<file path="config.mk">
export PLATFORM = sky130hd
export DESIGN_NAME = save_flush_seq
export DESIGN_NICKNAME = d
export VERILOG_FILES = /design/src/rtl/sfs_pkg.sv /design/src/rtl/sfs_nmi_sync.sv /design/src/rtl/sfs_kind_decode.sv /design/src/rtl/sfs_addr_gen.sv /design/src/rtl/save_flush_seq.sv
export SDC_FILE = /design/constraint.sdc
export NUM_CORES = 1
export LEC_CHECK = 0
export CAP_MARGIN = 20
export CORE_AREA = 2 2 112 92
export DETAILED_ROUTE_END_ITERATION = 10
export DIE_AREA = 0 0 114 94
export DONT_BUFFER_PORTS = 1
export HOLD_SLACK_MARGIN = 0.03
export SLEW_MARGIN = 30
export SYNTH_ARGS = -nofsm -noshare
export SYNTH_HDL_FRONTEND = slang
export SYNTH_SLANG_ARGS = --single-unit
</file>
<file path="constraint.sdc">
create_clock -name clk -period 6.9 [get_ports clk]
set_clock_uncertainty 0.15 [all_clocks]
set_input_delay 1.035 -clock clk [delete_from_list [all_inputs] [get_ports clk]]
set_output_delay 1.035 -clock clk [all_outputs]
set_load 0.05 [all_outputs]
</file>
<file path="src/rtl/sfs_pkg.sv">
package sfs_pkg;

    typedef enum logic [2:0] {
        KIND_NONE     = 3'd0,
        KIND_EEP_4K   = 3'd1,
        KIND_EEP_16K  = 3'd2,
        KIND_SRAM_256 = 3'd3,
        KIND_FLASH_1M = 3'd4,
        KIND_SRAM_768 = 3'd5
    } save_kind_e;

    typedef enum logic [2:0] {
        PH_IDLE,
        PH_TBL_ADDR,
        PH_TBL_CAP,
        PH_FETCH,
        PH_EEP_CAP,
        PH_PUSH,
        PH_COMMIT
    } phase_e;

endpackage

</file>
<file path="src/rtl/sfs_nmi_sync.sv">
module sfs_nmi_sync (
    input  logic clk,
    input  logic rst_n,
    input  logic nmi_i,
    output logic rise_o
);
    typedef struct packed {
        logic s1;
        logic s2;
        logic prev;
    } sync_t;

    sync_t sync_d, sync_q;

    always_comb begin
        sync_d      = sync_q;
        sync_d.s1   = nmi_i;
        sync_d.s2   = sync_q.s1;
        sync_d.prev = sync_q.s2;
    end

    always_ff @(posedge clk or negedge rst_n) begin
        if (!rst_n) sync_q <= '0;
        else        sync_q <= sync_d;
    end

    assign rise_o = sync_q.s2 & ~sync_q.prev;
endmodule

</file>
<file path="src/rtl/sfs_kind_decode.sv">
module sfs_kind_decode #(
    parameter int CNT_W       = 9,
    parameter int SDR_AW      = 26,
    parameter logic [SDR_AW-1:0] SRAM_BASE  = 26'h1FFC000,
    parameter logic [SDR_AW-1:0] FLASH_BASE = 26'h1FF0000,
    parameter int SECT_EEP4   = 1,
    parameter int SECT_EEP16  = 4,
    parameter int SECT_SRAM   = 64,
    parameter int SECT_FLASH  = 256,
    parameter int SECT_SRAM3  = 192
) (
    input  logic [2:0]        kind_i,
    input  logic              dev_i,
    output logic              enable_o,
    output logic              use_eep_o,
    output logic [CNT_W-1:0]  nsect_o,
    output logic [SDR_AW-1:0] base_o
);
    import sfs_pkg::*;

    always_comb begin
        enable_o  = 1'b1;
        use_eep_o = 1'b0;
        nsect_o   = '0;
        base_o    = SRAM_BASE;
        case (kind_i)
            KIND_EEP_4K: begin
                use_eep_o = 1'b1;
                nsect_o   = CNT_W'(SECT_EEP4);
            end
            KIND_EEP_16K: begin
                use_eep_o = 1'b1;
                nsect_o   = CNT_W'(SECT_EEP16);
            end
            KIND_SRAM_256: nsect_o = CNT_W'(SECT_SRAM);
            KIND_FLASH_1M: begin
                nsect_o = CNT_W'(SECT_FLASH);
                base_o  = FLASH_BASE;
            end
            KIND_SRAM_768: nsect_o = CNT_W'(SECT_SRAM3);
            default:       enable_o = 1'b0;
        endcase
        if (dev_i) enable_o = 1'b0;
    end
endmodule

</file>
<file path="src/rtl/sfs_addr_gen.sv">
module sfs_addr_gen #(
    parameter int IDX_W  = 8,
    parameter int WORD_W = 8,
    parameter int EEP_AW = 10,
    parameter int SDR_AW = 26
) (
    input  logic [IDX_W-1:0]  idx_i,
    input  logic [WORD_W-1:0] word_i,
    input  logic [SDR_AW-1:0] base_i,
    output logic [EEP_AW-1:0] eep_addr_o,
    output logic [SDR_AW-1:0] sdr_addr_o
);
    localparam int OFF_W = IDX_W + WORD_W;

    logic [OFF_W-1:0] off;
    assign off = {idx_i, word_i};

    generate
        if (OFF_W >= EEP_AW) begin : g_eep_trunc
            assign eep_addr_o = off[EEP_AW-1:0];
        end else begin : g_eep_ext
            assign eep_addr_o = {{(EEP_AW-OFF_W){1'b0}}, off};
        end
        if (OFF_W >= SDR_AW) begin : g_sdr_trunc
            assign sdr_addr_o = base_i + off[SDR_AW-1:0];
        end else begin : g_sdr_ext
            assign sdr_addr_o = base_i + {{(SDR_AW-OFF_W){1'b0}}, off};
        end
    endgenerate
endmodule

</file>
<file path="src/rtl/save_flush_seq.sv">
module save_flush_seq #(
    parameter int SECTOR_WORDS = 256,
    parameter int TBL_DEPTH    = 256,
    parameter int TBL_W        = 32,
    parameter int LBA_W        = 27,
    parameter int EEP_AW       = 10,
    parameter int SDR_AW       = 26,
    parameter int DATA_W       = 16,
    parameter logic [SDR_AW-1:0] SRAM_BASE  = 26'h1FFC000,
    parameter logic [SDR_AW-1:0] FLASH_BASE = 26'h1FF0000,
    parameter int SECT_EEP4    = 1,
    parameter int SECT_EEP16   = 4,
    parameter int SECT_SRAM    = 64,
    parameter int SECT_FLASH   = 256,
    parameter int SECT_SRAM3   = 192,
    localparam int IDX_W       = $clog2(TBL_DEPTH),
    localparam int WORD_W      = $clog2(SECTOR_WORDS)
) (
    input  logic              clk,
    input  logic              rst_n,
    input  logic              nmi_i,
    input  logic [2:0]        save_type_i,
    input  logic              dev_mode_i,
    output logic [IDX_W-1:0]  tbl_idx_o,
    input  logic [TBL_W-1:0]  tbl_entry_i,
    output logic [EEP_AW-1:0] eep_addr_o,
    input  logic [DATA_W-1:0] eep_word_i,
    output logic              sdr_req_o,
    output logic [SDR_AW-1:0] sdr_addr_o,
    input  logic              sdr_ack_i,
    input  logic [DATA_W-1:0] sdr_word_i,
    output logic [LBA_W-1:0]  sec_lba_o,
    output logic              sec_valid_o,
    output logic [DATA_W-1:0] sec_word_o,
    output logic              sec_last_o,
    input  logic              sec_ready_i,
    input  logic              sec_done_i,
    output logic              busy_o
);
    import sfs_pkg::*;

    localparam int CNT_W = IDX_W + 1;
    localparam logic [WORD_W-1:0] WORD_MAX = WORD_W'(SECTOR_WORDS - 1);

    typedef struct packed {
        phase_e              phase;
        logic [IDX_W-1:0]    idx;
        logic [WORD_W-1:0]   word;
        logic [LBA_W-1:0]    lba;
        logic                use_eep;
        logic [CNT_W-1:0]    nsect;
        logic [SDR_AW-1:0]   base;
        logic [DATA_W-1:0]   data;
    } seq_t;

    seq_t seq_d, seq_q;

    logic              nmi_rise;
    logic              kind_en;
    logic              kind_eep;
    logic [CNT_W-1:0]  kind_nsect;
    logic [SDR_AW-1:0] kind_base;
    logic              word_end;
    logic              run_end;

    sfs_nmi_sync u_sync (
        .clk    (clk),
        .rst_n  (rst_n),
        .nmi_i  (nmi_i),
        .rise_o (nmi_rise)
    );

    sfs_kind_decode #(
        .CNT_W      (CNT_W),
        .SDR_AW     (SDR_AW),
        .SRAM_BASE  (SRAM_BASE),
        .FLASH_BASE (FLASH_BASE),
        .SECT_EEP4  (SECT_EEP4),
        .SECT_EEP16 (SECT_EEP16),
        .SECT_SRAM  (SECT_SRAM),
        .SECT_FLASH (SECT_FLASH),
        .SECT_SRAM3 (SECT_SRAM3)
    ) u_decode (
        .kind_i    (save_type_i),
        .dev_i     (dev_mode_i),
        .enable_o  (kind_en),
        .use_eep_o (kind_eep),
        .nsect_o   (kind_nsect),
        .base_o    (kind_base)
    );

    sfs_addr_gen #(
        .IDX_W  (IDX_W),
        .WORD_W (WORD_W),
        .EEP_AW (EEP_AW),
        .SDR_AW (SDR_AW)
    ) u_addr (
        .idx_i      (seq_q.idx),
        .word_i     (seq_q.word),
        .base_i     (seq_q.base),
        .eep_addr_o (eep_addr_o),
        .sdr_addr_o (sdr_addr_o)
    );

    assign word_end = (seq_q.word == WORD_MAX);
    assign run_end  = (({1'b0, seq_q.idx} + CNT_W'(1)) == seq_q.nsect);

    always_comb begin
        seq_d = seq_q;
        unique case (seq_q.phase)
            PH_IDLE: begin
                if (nmi_rise && kind_en) begin
                    seq_d.idx     = '0;
                    seq_d.word    = '0;
                    seq_d.use_eep = kind_eep;
                    seq_d.nsect   = kind_nsect;
                    seq_d.base    = kind_base;
                    seq_d.phase   = PH_TBL_ADDR;
                end
            end
            PH_TBL_ADDR: seq_d.phase = PH_TBL_CAP;
            PH_TBL_CAP: begin
                seq_d.lba   = tbl_entry_i[LBA_W-1:0];
                seq_d.word  = '0;
                seq_d.phase = PH_FETCH;
            end
            PH_FETCH: begin
                if (seq_q.use_eep) begin
                    seq_d.phase = PH_EEP_CAP;
                end else if (sdr_ack_i) begin
                    seq_d.data  = sdr_word_i;
                    seq_d.phase = PH_PUSH;
                end
            end
            PH_EEP_CAP: begin
                seq_d.data  = eep_word_i;
                seq_d.phase = PH_PUSH;
            end
            PH_PUSH: begin
                if (sec_ready_i) begin
                    if (word_end) begin
                        seq_d.phase = PH_COMMIT;
                    end else begin
                        seq_d.word  = seq_q.word + WORD_W'(1);
                        seq_d.phase = PH_FETCH;
                    end
                end
            end
            PH_COMMIT: begin
                if (sec_done_i) begin
                    if (run_end) begin
                        seq_d.phase = PH_IDLE;
                    end else begin
                        seq_d.idx   = seq_q.idx + IDX_W'(1);
                        seq_d.phase = PH_TBL_ADDR;
                    end
                end
            end
            default: seq_d.phase = PH_IDLE;
        endcase
    end

    always_ff @(posedge clk or negedge rst_n) begin
        if (!rst_n) seq_q <= '{phase: PH_IDLE, default: '0};
        else        seq_q <= seq_d;
    end

    assign tbl_idx_o   = seq_q.idx;
    assign sdr_req_o   = (seq_q.phase == PH_FETCH) && !seq_q.use_eep;
    assign sec_lba_o   = seq_q.lba;
    assign sec_valid_o = (seq_q.phase == PH_PUSH);
    assign sec_word_o  = seq_q.data;
    assign sec_last_o  = (seq_q.phase == PH_PUSH) && word_end;
    assign busy_o      = (seq_q.phase != PH_IDLE);
endmodule

</file>
---- After elaboration in Yosys (flattened, before gate mapping) ----
Index checks and enable logic that the tools add are counted.
W data, S select, Z words.
storage, ports and cells
  bits in registers ....................... 101
  input bits .............................. 74
  output and inout bits ................... 91
  word-level logic and storage cells ...... 75
cells by class
  add/sub/neg operators ................... 4
  equality and inequality tests ........... 21
  multiplexer cells ....................... 21
  bitwise logic cells ..................... 2
  reduce and logical (&&, ||, !) cells .... 16
operator list
  cell                   count
  $mux W16               3
  $pmux W9 S5            1
  $pmux W16 S2           1
  $add A26 B16 Y26       1
  $mux W8                3
  $pmux W8 S3            1
  $pmux W3 S7            1
  $mux W19               1
  $add A8 B1 Y8 const B  2
  $pmux W8 S2            1
  $eq A3 B3 Y1 const B   5
  $eq A3 B2 Y1 const B   4
  $mux W3                4
  $ne A2 B2 Y1 const B   6
  $reduce_and A4 Y1      3
  $mux W11               1
  $add A8 B1 Y9 const B  1
  $eq A9 B9 Y1           1
  $eq A8 B8 Y1 const B   1
  $eq A3 B1 Y1 const B   2
  $reduce_bool A3 Y1     2
  $reduce_or A5 Y1       1
  $mux W1                4
  $reduce_bool A2 Y1     2
  other kinds (10)       12

---- Depth between registers and ports, before layout ----
  depth in word-level cells ............... 7
  mapped depth ............................ 7
  gate-level depth less buffers ........... 7

---- Hierarchy ----
A second synthesis with hierarchy kept.
second synthesis, totals
  cells, all modules ...................... 695
  area total of the unflattened synthesis .. 6481.2 µm²
modules (own cells, without submodules)
  module           instances  cells each  area each (µm²)  seq. area each (µm²)
  save_flush_seq   1          503         4993.5           2452.4
  sfs_addr_gen     1          143         1062.3           0.0
  sfs_kind_decode  1          45          336.6            0.0
  sfs_nmi_sync     1          4           88.8             75.1

---- Worst setup path after synthesis ----
OpenSTA, ideal clock, no wires.
  path kind ............................... register to output
  from .................................... register seq_q, in the netlist tbl_idx_o[7]
  to ...................................... output port sdr_addr_o[19]
  data arrival time ....................... 1917 ps
  data required time ...................... 5715 ps
  setup slack ............................. 3798 ps
  cell stages (with the launch flop) ...... 6
  path buffers ............................ 1
  path through ............................ dfrtp_1 -> ha_1 -> a21o_1 -> and2_1 -> ha_1 -> buf_4
between the ends
  cells in the longest elaborated chain, start to end .. 1
ends and longest elaborated chain
  item                    RTL line               source
  from (decl)             save_flush_seq.sv:56   seq_t seq_d, seq_q;
  from (signal assigned)  save_flush_seq.sv:165  else seq_q <= seq_d;
  $add A26 B16 Y26        sfs_addr_gen.sv:27     assign sdr_addr_o = base_i + {{(SDR_AW-OFF_W){1'b0}}, off};
  to (decl)               save_flush_seq.sv:29   output logic [SDR_AW-1:0] sdr_addr_o,
No other way between the ends.

---- Final worst setup path ----
  from .................................... register seq_q[79] (netlist bit)
  to ...................................... output port sec_last_o
between the ends
  cells in the longest elaborated chain, start to end .. 2
ends and longest elaborated chain
  item                 RTL line               source
  $eq A8 B8 Y1         save_flush_seq.sv:105  assign word_end = (seq_q.word == WORD_MAX);
  $logic_and A1 B1 Y1  save_flush_seq.sv:173  assign sec_last_o = (seq_q.phase == PH_PUSH) && word_end;
  to (decl)            save_flush_seq.sv:35   output logic sec_last_o,
No other way between the ends.

==> metrics.log <==
[metrics] maximum clock rate: 238 MHz
[metrics] Synth top area share: 43.2%
[metrics] first-pass GRT wire length: 12700 um
[metrics] Critical Path Start Type: flip-flop
[metrics] main area contributors after synthesis: dfrtp_1 (43%), buf_4 (14%), mux2_2 (7.5%)
[metrics] via count of the first global-routing pass: 2467
[metrics] unrepaired setup endpoints after global routing: no
[metrics] die boundary width: 114 um
[metrics] # diodes: 0
[metrics] number of max-slew violations in the final report: 0
[metrics] number of standard-cell rows in the floorplan: 32
[metrics] most used cells in the layout excluding fill and tap cells: dfrtp_1 (67), o21ai_0 (35), nand2_1 (31)
[metrics] minimum setup slack among reg-to-reg paths: 3750 ps
[metrics] min Tclk post-route: 4210 ps
[metrics] core area: 0.00953 mm2
[metrics] category of the worst setup path capture point: primary output
[metrics] drt via density: 5.57
[metrics] DIE AREA: 0.0107 mm2
[metrics] Data arrival, critical path: 3020 ps
[metrics] biggest area consumer among synthesized cells: dfrtp_1
[metrics] maximum fanout along the worst path: 5
[metrics] origin of the critical flop-to-flop path: tbl_idx_o[0]
[metrics] result of the run: finished clean
[metrics] max_cap viols: 0
[metrics] total negative slack: 0 ps
[metrics] routed wire length: 7830 um
[metrics] number of fill cells: 907
[metrics] number of flops mapped to enable cells by yosys: 0
[metrics] Core Util, Final: 42.3%
[metrics] leakage: 1.70 nW
[metrics] required time reported for the critical path endpoint: 5710 ps
[metrics] critical hold path startpoint: u_sync.sync_d[1]
[metrics] Total Nets Final: 418
[metrics] number of synthesis warnings: 0
[metrics] Synth Flop Type: dfrtp_1
[metrics] Syn-to-layout area delta: -4.53%
[metrics] smallest setup slack after layout: 2690 ps
[metrics] worst-skew pair later-pin latency: 320 ps
[metrics] length in cells of the worst reg-to-reg path: 7
[metrics] post-cts hold buffer count: 0
[metrics] fraction of final layout cells sized beyond drive strength 1: 19.5%
[metrics] Clock Path Buffers: 2
[metrics] root buffer selected by CTS: clkbuf_16
[metrics] fraction of synthesis flops using an asynchronous set or reset pin: 100%
[metrics] Placement Setup Slack: 3020 ps
[metrics] filler-free cell count of the finished design: 458
[metrics] slew at the pin closest to its max-slew limit: 1020 ps
[metrics] number of nets in the synthesized netlist: 500
[metrics] first-pass iteration count of the detailed router: 4
[metrics] register area share after synthesis: 43.2%
[metrics] cell area after synthesis: 0.00423 mm2
[metrics] total number of clock tree sinks: 73
[metrics] count of cells along the worst hold path: 0
[metrics] DRC errors left: 0
[metrics] Mapped Cells: 418
[metrics] clock-pin slew of the registers on the worst-case setup and hold paths: 50 ps
[metrics] number of post-CTS setup repair buffers: 0
[metrics] Remaining Overflow, GRT: 0
[metrics] count of different cell masters after synthesis: 55
[metrics] overall via count from detail_route: 2553
[metrics] commonest non-fill, non-tap cell in the layout: dfrtp_1
[metrics] Inserted Clock Buffers: 9
[metrics] antenna violations before repair: 0
[metrics] global-route usage over all layers: 15.1%
[metrics] destination of the worst register-to-register timing path: tbl_idx_o[5]
[metrics] Hold Crit Class: flip-flop to flip-flop
[metrics] final number of setup-violating endpoints: 0
[metrics] post-synthesis register bit count: 73
[metrics] hold worst-path end: u_sync.sync_d[0]
[metrics] Slew HR: 32.4%
[metrics] RD Place Congestion: 0.834
[metrics] DRC marker count from the first detailed-route iteration: 157
[metrics] total power consumption of the routed design: 2.56 mW
[metrics] final worst-path cycle share: 61.0%
[metrics] power per standard cell area: 634 mW/mm2
[metrics] largest net degree at the start of global routing: 74
[metrics] cell count after placement: 444
[metrics] Crit Path Class: flip-flop to primary output
[metrics] count of buffers inserted at the top-level ports: 0
[metrics] die boundary height: 94 um
[metrics] effective utilization at floorplan: 44.3%
[metrics] ports placed on the boundary: 165
[metrics] Final Hold Vio Count: 0
[metrics] Worst IR Drop VDD: 404 uV
[metrics] TritonCTS clock tree: built
[metrics] quantity of gates resized following cts: 0
[metrics] DP Wirelength: 5730 um
[metrics] Routed Antenna Nets: 0
[metrics] synthesized area per cell: 10.1 um2
[metrics] number of levels the H-tree was split into: 3
[metrics] drt wl/cell: 17.1 um
==> logic make-up (layout without fill, tap and decap cells) <==
kind of cell,after synthesis,after routing,share of synthesized area [%]
adders and majority gates,8,8,2.55
xor gates and xnor gates,8,8,1.66
AOI/OAI and AO/OA,72,72,11.2
muxes,45,45,11.5
buffers and inverters,111,32,17.4
DFF,73,73,43.2
and+or+nand+nor,101,101,12.5
==> state kept, by name (all words and copies together) (netlist names) <==
register / cells
u_sync.sync_d: 2
seq_q: 19
tbl_idx_o: 8
sec_word_o: 16
u_sync.sync_q: 1
sec_lba_o: 27
==> per-stage QoR <==
stage,instance area [um2],hold slack (ps)
2_1_floorplan,4230,181
3_3_place_gp,3730,184
3_5_place_dp,3750,188
4_1_cts,4030,200
5_1_grt,4030,215
6_report,4030,198
==> where the power goes <==
group	leakage [nW]	switching [mW]	total, mW	internal, mW
Clock	0.137	0.166	0.451	0.285
Sequential	0.893	0.719	1.31	0.595
Combinational	0.673	0.507	0.791	0.284
==> layout make-up <==
class                   instances  area, um2  area share [%]
flip-flops and latches         73       1830            45.5
multi-input cells             234       1690            41.8
clock buffers                  11        243            6.02
well taps                     119        149            3.69
inverters                      15       56.3            1.40
clock inverters                 3       42.5            1.05
repair buffers                  3       22.5           0.558
==> cell usage after synthesis, types with 2 or more instances <==
cell	count
a221o_1	2
clkbuf_1	8
buf_2	6
nand2b_1	3
nand4_1	2
nor4b_1	2
o22ai_1	2
nor4_1	2
inv_1	15
o21ai_0	35
nand3_1	15
mux2_2	28
xnor2_1	3
nand2_1	31
dfrtp_1	73
nor2_2	2
or2_2	2
or3_1	4
nor2b_1	2
nor2_1	12
and3_1	7
a31oi_1	2
nor3b_1	4
buf_4	81
a21oi_1	8
xor2_1	5
a21o_1	4
nor3_1	6
ha_1	7
a32o_1	2
o31ai_1	3
mux2i_1	17
==> how the worst max path moves through the flow <==
stage,startpoint,end,slack [ps],depth (start not counted)
after floorplan,tbl_idx_o[7],sdr_addr_o[19],3800,5
after global placement,seq_q[79],sec_last_o,3100,5
after detailed placement,seq_q[79],sec_last_o,3020,5
after CTS,seq_q[79],sec_last_o,2660,5
after global routing,seq_q[79],sec_last_o,2450,5
final,seq_q[79],sec_last_o,2690,5
==> per-layer routing <==
layer | wire, um | share of wire, % | global-route usage, %
met1 | 3460 | 44 | 19.9
met2 | 3570 | 46 | 22.3
met3 | 689 | 8.8 | 6.39
met4 | 113 | 1.4 | 5.28
met5 | 0 | 0 | 0
==> critical path, cell delays in order (launching register included) <==
cell     delay, ps
dfrtp_1        990
ha_1           330
nand3_1        180
nor2_1         230
nand3_1        180
nor2_1         790
Power figures use the tool's default switching activity.
